===== config.mk =====
export PLATFORM = sky130hd
export DESIGN_NAME = spdif_rx_ctrl
export DESIGN_NICKNAME = d
export VERILOG_FILES = /design/src/rtl/spdif_rx_pkg.sv /design/src/rtl/spdif_rx_flags.sv /design/src/rtl/spdif_rx_sync.sv /design/src/rtl/spdif_rx_ctrl.sv
export SDC_FILE = /design/constraint.sdc
export NUM_CORES = 1
export LEC_CHECK = 0
export ABC_CLOCK_PERIOD_IN_PS = 4380
export CORE_MARGIN = 5
export CORE_UTILIZATION = 45
export CTS_CLUSTER_DIAMETER = 40
export DETAILED_ROUTE_END_ITERATION = 7
export PLACE_DENSITY = 0.95
export SYNTH_ARGS = -nofsm -noshare
export SYNTH_HDL_FRONTEND = slang
export SYNTH_SLANG_ARGS = --single-unit

===== constraint.sdc =====
create_clock -name clk -period 4.38 [get_ports clk]
set_input_delay 0.876 -clock clk [delete_from_list [all_inputs] [get_ports clk]]
set_output_delay 0.876 -clock clk [all_outputs]
set_load 0.02 [all_outputs]

===== src/rtl/spdif_rx_pkg.sv =====
package spdif_rx_pkg;
  typedef enum logic [1:0] {
    MODE_OFF  = 2'b00,
    MODE_HUNT = 2'b01,
    MODE_RSVD = 2'b10,
    MODE_RUN  = 2'b11
  } rx_mode_e;

  localparam int FLAG_N   = 9;
  localparam int MASK_N   = 7;
  localparam int RETRY_W  = 2;

  localparam int F_RDY    = 0;
  localparam int F_CSRDY  = 1;
  localparam int F_PAR    = 2;
  localparam int F_OVR    = 3;
  localparam int F_BLK    = 4;
  localparam int F_LOCK   = 5;
  localparam int F_FRAME  = 6;
  localparam int F_LERR   = 7;
  localparam int F_TOUT   = 8;

  localparam int A_CTRL   = 0;
  localparam int A_MASK   = 1;
  localparam int A_STAT   = 2;
  localparam int A_CLR    = 3;
  localparam int A_DATA   = 4;
  localparam int A_CSTAT  = 5;

  localparam int C_DMA    = 2;
  localparam int C_WAIT   = 3;
  localparam int C_RETRY  = 4;
endpackage


===== src/rtl/spdif_rx_flags.sv =====
module spdif_rx_flags #(
  parameter int N = 9
) (
  input  logic         clk,
  input  logic         rst_n,
  input  logic [N-1:0] set_i,
  input  logic [N-1:0] clr_i,
  output logic [N-1:0] flags_o
);
  logic [N-1:0] flag_q;
  logic [N-1:0] flag_d;
  logic         flag_we;

  always_comb begin
    flag_d  = (flag_q & ~clr_i) | set_i;
    flag_we = |(set_i | clr_i);
  end

  always_ff @(posedge clk or negedge rst_n) begin
    if (!rst_n)       flag_q <= '0;
    else if (flag_we) flag_q <= flag_d;
  end

  assign flags_o = flag_q;

  for (genvar k = 0; k < N; k++) begin : g_chk
    assert_set_wins_R7: assert property (@(posedge clk) disable iff (!rst_n)
      set_i[k] |=> flags_o[k]);
  end
endmodule


===== src/rtl/spdif_rx_sync.sv =====
module spdif_rx_sync #(
  parameter int RETRY_W = 2,
  localparam int CNT_W  = 2 * ((1 << RETRY_W) - 1)
) (
  input  logic               clk,
  input  logic               rst_n,
  input  logic               on_i,
  input  logic               restart_i,
  input  logic               wait_act_i,
  input  logic [RETRY_W-1:0] retry_i,
  input  logic               ev_activity_i,
  input  logic               ev_ok_i,
  input  logic               ev_fail_i,
  output logic               hunt_o,
  output logic               done_o,
  output logic               err_o
);
  logic             seen_q, seen_d;
  logic             locked_q, locked_d;
  logic             failed_q, failed_d;
  logic [CNT_W-1:0] cnt_q, cnt_d;
  logic [CNT_W-1:0] limit;
  logic             fail_step;
  logic             st_we;

  for (genvar i = 0; i < CNT_W; i++) begin : g_lim
    assign limit[i] = (i < 2 * int'(retry_i));
  end

  always_comb begin
    hunt_o    = on_i && !locked_q && !failed_q && (!wait_act_i || seen_q);
    done_o    = hunt_o && ev_ok_i;
    fail_step = hunt_o && ev_fail_i && !ev_ok_i;
    err_o     = fail_step && (cnt_q >= limit);
    seen_d    = seen_q | (on_i && ev_activity_i);
    locked_d  = locked_q | done_o;
    failed_d  = failed_q | err_o;
    cnt_d     = (fail_step && !err_o) ? cnt_q + 1'b1 : cnt_q;
    if (restart_i) begin
      seen_d   = 1'b0;
      locked_d = 1'b0;
      failed_d = 1'b0;
      cnt_d    = '0;
    end
    st_we = restart_i || ev_activity_i || done_o || fail_step;
  end

  always_ff @(posedge clk or negedge rst_n) begin
    if (!rst_n) begin
      seen_q   <= 1'b0;
      locked_q <= 1'b0;
      failed_q <= 1'b0;
      cnt_q    <= '0;
    end else if (st_we) begin
      seen_q   <= seen_d;
      locked_q <= locked_d;
      failed_q <= failed_d;
      cnt_q    <= cnt_d;
    end
  end

  assert_stop_on_err_R10: assert property (@(posedge clk) disable iff (!rst_n)
    (err_o && !restart_i) |=> !hunt_o);
  assert_stop_on_lock_R11: assert property (@(posedge clk) disable iff (!rst_n)
    (done_o && !restart_i) |=> !hunt_o);
  assert_wait_holds_R9: assert property (@(posedge clk) disable iff (!rst_n)
    (restart_i && wait_act_i) |=> !hunt_o);
endmodule


===== src/rtl/spdif_rx_ctrl.sv =====
module spdif_rx_ctrl
  import spdif_rx_pkg::*;
#(
  parameter int ADDR_W = 3,
  parameter int DATA_W = 32
) (
  input  logic              clk,
  input  logic              rst_n,
  input  logic              wr_en,
  input  logic [ADDR_W-1:0] wr_addr,
  input  logic [DATA_W-1:0] wr_data,
  input  logic              rd_en,
  input  logic [ADDR_W-1:0] rd_addr,
  output logic [DATA_W-1:0] rd_data,
  input  logic              ev_data,
  input  logic              ev_chan_stat,
  input  logic              ev_parity,
  input  logic              ev_block_start,
  input  logic              ev_activity,
  input  logic              ev_lock_ok,
  input  logic              ev_lock_fail,
  input  logic              ev_frame_err,
  input  logic              ev_timeout,
  output logic [1:0]        rx_mode,
  output logic              dma_en,
  output logic              hunt,
  output logic              irq
);
  rx_mode_e           mode_q, mode_d;
  logic               dma_q, dma_d;
  logic               wait_q, wait_d;
  logic [RETRY_W-1:0] retry_q, retry_d;
  logic [MASK_N-1:0]  mask_q;
  logic [FLAG_N-1:0]  flags, set_v, clr_v;
  logic               ctrl_wr, mask_wr, clr_wr, off_wr;
  logic               rd_dat, rd_cs, on, run;
  logic               lock_done, lock_err;
  rx_mode_e           wr_mode;

  always_comb begin
    ctrl_wr = wr_en && (int'(wr_addr) == A_CTRL);
    mask_wr = wr_en && (int'(wr_addr) == A_MASK);
    clr_wr  = wr_en && (int'(wr_addr) == A_CLR);
    wr_mode = rx_mode_e'(wr_data[1:0]);
    off_wr  = ctrl_wr && (wr_mode == MODE_OFF);
    rd_dat  = rd_en && (int'(rd_addr) == A_DATA);
    rd_cs   = rd_en && (int'(rd_addr) == A_CSTAT);
    on      = (mode_q != MODE_OFF);
    run     = (mode_q == MODE_RUN);
  end

  always_comb begin
    mode_d  = mode_q;
    dma_d   = dma_q;
    wait_d  = wait_q;
    retry_d = retry_q;
    if (ctrl_wr) begin
      if (wr_mode != MODE_RSVD) mode_d = wr_mode;
      dma_d   = wr_data[C_DMA] && !off_wr;
      wait_d  = wr_data[C_WAIT];
      retry_d = wr_data[C_RETRY +: RETRY_W];
    end
  end

  always_ff @(posedge clk or negedge rst_n) begin
    if (!rst_n) begin
      mode_q  <= MODE_OFF;
      dma_q   <= 1'b0;
      wait_q  <= 1'b0;
      retry_q <= '0;
    end else if (ctrl_wr) begin
      mode_q  <= mode_d;
      dma_q   <= dma_d;
      wait_q  <= wait_d;
      retry_q <= retry_d;
    end
  end

  always_ff @(posedge clk or negedge rst_n) begin
    if (!rst_n)       mask_q <= '0;
    else if (mask_wr) mask_q <= wr_data[MASK_N-1:0];
  end

  spdif_rx_sync #(.RETRY_W(RETRY_W)) u_sync (
    .clk          (clk),
    .rst_n        (rst_n),
    .on_i         (on),
    .restart_i    (off_wr),
    .wait_act_i   (wait_q),
    .retry_i      (retry_q),
    .ev_activity_i(ev_activity),
    .ev_ok_i      (ev_lock_ok),
    .ev_fail_i    (ev_lock_fail),
    .hunt_o       (hunt),
    .done_o       (lock_done),
    .err_o        (lock_err)
  );

  always_comb begin
    set_v          = '0;
    set_v[F_RDY]   = run && ev_data;
    set_v[F_CSRDY] = run && ev_chan_stat;
    set_v[F_PAR]   = run && ev_parity;
    set_v[F_OVR]   = run && ev_data && flags[F_RDY] && !rd_dat;
    set_v[F_BLK]   = run && ev_block_start;
    set_v[F_LOCK]  = lock_done;
    set_v[F_FRAME] = on && ev_frame_err && !off_wr;
    set_v[F_LERR]  = lock_err && !off_wr;
    set_v[F_TOUT]  = on && ev_timeout && !off_wr;

    clr_v          = '0;
    clr_v[F_RDY]   = rd_dat;
    clr_v[F_CSRDY] = rd_cs;
    for (int b = F_PAR; b <= F_LOCK; b++) clr_v[b] = clr_wr && wr_data[b];
    for (int b = F_FRAME; b <= F_TOUT; b++) clr_v[b] = off_wr;
  end

  spdif_rx_flags #(.N(FLAG_N)) u_flags (
    .clk    (clk),
    .rst_n  (rst_n),
    .set_i  (set_v),
    .clr_i  (clr_v),
    .flags_o(flags)
  );

  always_comb begin
    irq = (|(flags[MASK_N-1:0] & mask_q)) ||
          (mask_q[F_FRAME] && (flags[F_LERR] || flags[F_TOUT]));
  end

  always_comb begin
    rd_data = '0;
    case (int'(rd_addr))
      A_CTRL: begin
        rd_data[1:0]                = mode_q;
        rd_data[C_DMA]              = dma_q;
        rd_data[C_WAIT]             = wait_q;
        rd_data[C_RETRY +: RETRY_W] = retry_q;
      end
      A_MASK:  rd_data[MASK_N-1:0] = mask_q;
      A_STAT:  rd_data[FLAG_N-1:0] = flags;
      default: rd_data = '0;
    endcase
  end

  assign rx_mode = mode_q;
  assign dma_en  = dma_q;

  assert_rsvd_keeps_mode_R1: assert property (@(posedge clk) disable iff (!rst_n)
    (ctrl_wr && wr_data[1:0] == 2'b10) |=> (rx_mode == $past(rx_mode)));
  assert_off_clears_R8: assert property (@(posedge clk) disable iff (!rst_n)
    off_wr |=> (!dma_en && flags[F_TOUT:F_FRAME] == '0));
  assert_read_clears_R4: assert property (@(posedge clk) disable iff (!rst_n)
    (rd_dat && !ev_data) |=> !flags[F_RDY]);
  assert_irq_quiet_R12: assert property (@(posedge clk) disable iff (!rst_n)
    (mask_q == '0) |-> !irq);
  assert_off_ignores_R3: assert property (@(posedge clk) disable iff (!rst_n)
    (!on && !rd_en && !wr_en) |=> $stable(flags));
endmodule


# Yosys cells after proc, flatten, opt, wreduce, memory -nomap -nowiden
# Cells that the tools add are included.
[classes]
bitwise = 8
reduce_logical = 54
eq_ne = 8
n_mux = 8
n_lt_le_gt_ge = 7
n_addsub = 1
[ops]
columns = ["op", "n"]
rows = [
  ["$logic_and 1x1->1", 32],
  ["$or 9x9->9", 2],
  ["$pmux 6 s3", 1],
  ["$mux 6", 2],
  ["$and 9x9->9", 1],
  ["$eq 3x3->1 const B", 3],
  ["$not 9->9", 1],
  ["$reduce_or 9->1", 1],
  ["$and 7x7->7", 1],
  ["$logic_not 1->1", 7],
  ["$reduce_or 7->1", 1],
  ["$add 6x1->6 const B", 1],
  ["$eq 3x2->1 const B", 2],
  ["$ge 6x6->1", 1],
  ["$logic_not 3->1", 2],
  ["$logic_or 1x1->1", 6],
  ["$lt 1x3->1 const A", 2],
  ["$lt 2x3->1 const A", 2],
  ["$lt 3x3->1 const A", 2],
  ["$reduce_and 2->1", 2],
  ["$reduce_bool 2->1", 2],
  ["$eq 3x1->1 const B", 1],
  ["$mux 1", 3],
  ["$or 1x1->1", 3],
  ["5 further kinds", 5],
]
[word_totals]
word_cells = 96
inputBits = 51
ff_bits = 31
out_inout_bits = 37

# Depth between registers and ports, before layout
[depth]
word_depth = 11
depth_mapped = 8
ltp_nobuf = 7

# Hierarchy
# A second synthesis with hierarchy kept.
[hier_totals]
cells_unflattened = 216
area_unflattened_um2 = 2005.7
[by_module_without_submodules]
columns = ["module", "area_per_inst_um2", "instances", "seq_area_each_um2", "cells_per_inst"]
rows = [
  ["spdif_rx_ctrl", 1066.0, 1, 325.3, 126],
  ["spdif_rx_sync", 613.1, 1, 225.2, 63],
  ["spdif_rx_flags", 326.6, 1, 225.2, 27],
]

# Worst setup path after synthesis
# Ideal clock, no wire load.
[synth_timing]
path_type = "input to output"
from = "in rd_addr[1]"
to = "out rd_data[0]"
path_buffers = 2
slack_ps = 1627
path_stages = 5
t_arrival_ps = 1877
required_ps = 3504
cell_sequence = "clkbuf_1 -> nor2b_1 -> clkbuf_1 -> a21oi_1 -> nor2_1"
[synth_via]
elab_chain_len = 2
word_cells_on_any_way = 4
[synth_rtl]
columns = ["element", "line_no", "source"]
rows = [
  ["start, declared", "spdif_rx_ctrl.sv:13", "input logic [ADDR_W-1:0] rd_addr,"],
  ["$eq 3x2->1, or another cell as far along", "spdif_rx_ctrl.sv:133", "case (int'(rd_addr))"],
  ["$pmux 6 s3 (*)", "spdif_rx_ctrl.sv:133", ""],
  ["end, declared", "spdif_rx_ctrl.sv:14", "output logic [DATA_W-1:0] rd_data,"],
]
# Mark *: on every way between the ends. The rest lies on a longest branch, timed or not.

# Final worst setup path
[layout_timing]
from = "in rd_addr[1]"
to = "out rd_data[3]"
# Same word-level chain as after synthesis.

==> out/metrics.cfg <==
[die]
die_w_um=74.82
ios=88
die-area_sq_um=5597
core_area_sq_um=4029
start_util=0.4693
die_y_um=74.82
num_rows=23

[layout]
layout_commonest_cell=clkdlybuf4s50_1
post_route_cells_drive_above_1_share=0.1061
n_antenna_cell=0
layout.nets=302
syn2layout_area_growth_pct=24.69
post-route-util=0.5851
final_cell_mix=38 x clkdlybuf4s50_1, 31 x dfrtp_1, 23 x conb_1

[synthesis]
synthesis.area_sq_um=1891
syn_area_per_cell_sq_um=9.313
synth_edf_count=0
synth-main-ff-cell=dfrtp_1
async_flop_share=1.000
syn_inst=203
ys_seq_area_frac=0.4103
yosysUniqueCellTypes=41
ys_warn_count=0
synth-seq-cells=31

[clock_network]
clk_latency_ps=280
cts.clk_slew.worst_paths_ps=60
postCtsSetupRepairBufs=0
clk_path_buf_depth=2
postCtsHoldBufs=0
cts.sinks=31
cts_buffers=5
clockRootBuffer=clkbuf_8
tritoncts=done
cts_resized=0
htreeDepth=2

[timing]
slew_violations=0
final_hold_viol_count=0
max_slew.worst_pin.slew_ps=1235
setup_tns_ps=0
whs_ps=495.4
setup_violations=0
fmax_mhz=266.8
finalCritPeriodShare=0.8557
rsz0062_at_grt=false
min_period_ps=3748
finalClockSkew_ps=6.356
max_slew_margin=0.1649

[global_routing]
grt_pass1_wl_mm=7.058
grt_pass1_vias=1514
grt_max_degree=28
grt_usage=0.1680
antenna_found_initial=0
grt.overflow.total=0

[setup_path]
startpoint_type=input port
rrSetupSlack_ps=2040
r2r_start=retry_q[0]
r2r_end=u_sync.cnt_q[3]
worst-r2r-cell-count=7
worst_ep_arrival_time_ps=2870
cp.required_ps=3500
path_class=in -> out
critPathCaptureType=output port
cp_max_fo=10

[job]
cap_violations=0

[power_and_ir_drop]
ir_worst_vdd_v=0.0002533
power_leakage_nw=1.046
power_density_nw_per_um2=452.2

[min_path]
hold_path_depth=2
holdPathEnd=u_sync.seen_q
hp-start=u_sync.seen_q
min_path_type=reg -> reg

[place]
dp_hpwl_mm=3.269
gp_congestion=0.8357
numPortBuffers=39

[detailed_routing]
ant_nets=0
wirelength_mm=4.413
drt_iter0_drc=160
viasPerCell=5.214
wire_per_inst_um=14.96
dr.pass1.iters=4
drc=0
num_vias=1538

[run_status]
outcome=finished clean

-- synth_stat cells, types with 3 or more instances --
library cell,n,share of area
mux2i_1,6,0.032
nor2_1,21,0.042
o21ai_1,5,0.013
nand2_1,22,0.044
o21a_1,3,0.012
ha_1,7,0.046
clkbuf_1,6,0.012
mux2_2,7,0.042
a21oi_1,20,0.053
a32o_1,3,0.016
or3_1,5,0.017
buf_4,23,0.091
inv_1,5,0.0099
o21ai_0,5,0.013
nand3_1,5,0.013
dfrtp_1,31,0.41
-- state kept, by name, indices dropped and copies added (netlist names) --
register         cells
u_sync.locked_q      1
u_flags.flags_o      9
dma_en               1
u_sync.seen_q        1
wait_q               1
retry_q              2
u_sync.failed_q      1
rx_mode              2
u_sync.cnt_q         6
mask_q               7
-- final cells by class --
| type | count | area, sq um |
|---|---|---|
| fill | 346 | 1672 |
| multi-input combinational | 158 | 967.2 |
| sequential | 31 | 775.7 |
| timing repair buffer | 43 | 415.4 |
| clock buffer | 6 | 82.58 |
| tap | 50 | 62.56 |
| clock inverter | 2 | 35.03 |
| inverter | 5 | 18.77 |
-- routing by layer --
layer,global-route usage,part of all wire
met1,0.2171,0.41
met2,0.2732,0.50
met3,0.03204,0.077
met4,0.07708,0.014
met5,0,0
-- where the power goes --
group,switching [mW],internal [mW],leakage (nW)
clock,0.101,0.184,0.0612
sequential,0.0867,0.362,0.367
combinational,0.171,0.160,0.617
total,0.359,0.706,1.05
-- worst max-delay path, stage by stage --
cell and delay, ps:
clkdlybuf4s50_1 680, nor2b_1 320, buf_4 210, a21oi_1 80
nor2_1 100, clkdlybuf4s50_1 610
-- cells by family (layout without fill, tap and decap cells) --
family	count (synthesis)	count (layout)	share of synthesized area
adders and majority gates	7	7	0.04632
buffers and inverters	36	56	0.1218
xor gates and xnor gates	1	1	0.004634
AOI/OAI and AO/OA	43	43	0.1516
other	1	23	0.001984
DFF	31	31	0.4103
and+or+nand+nor	71	71	0.1900
muxes	13	13	0.07346
-- per-stage QoR --
stage                     cells  power [mW]  setup WS [ps]  area (sq um)
after global placement      287      0.7608          706.6          2245
after detailed placement    287      0.7736          686.4          2245
after floorplan             225      0.6641           1627          1973
after global routing        295       1.134          551.8          2357
after CTS                   295       1.072          679.5          2362
final                       295       1.066          632.2          2357
-- worst max path at each step --
stage	startpoint	to	slack (ps)	depth (start not counted)
final	rd_addr[1]	rd_data[3]	630	6
after global routing	rd_addr[1]	rd_data[3]	550	6
after CTS	rd_addr[1]	rd_data[3]	680	6
after detailed placement	rd_addr[1]	rd_data[3]	690	6
after global placement	rd_addr[1]	rd_data[4]	710	6
after floorplan	rd_addr[1]	rd_data[0]	1630	5
No activity file was read; power rests on OpenSTA's default activity.
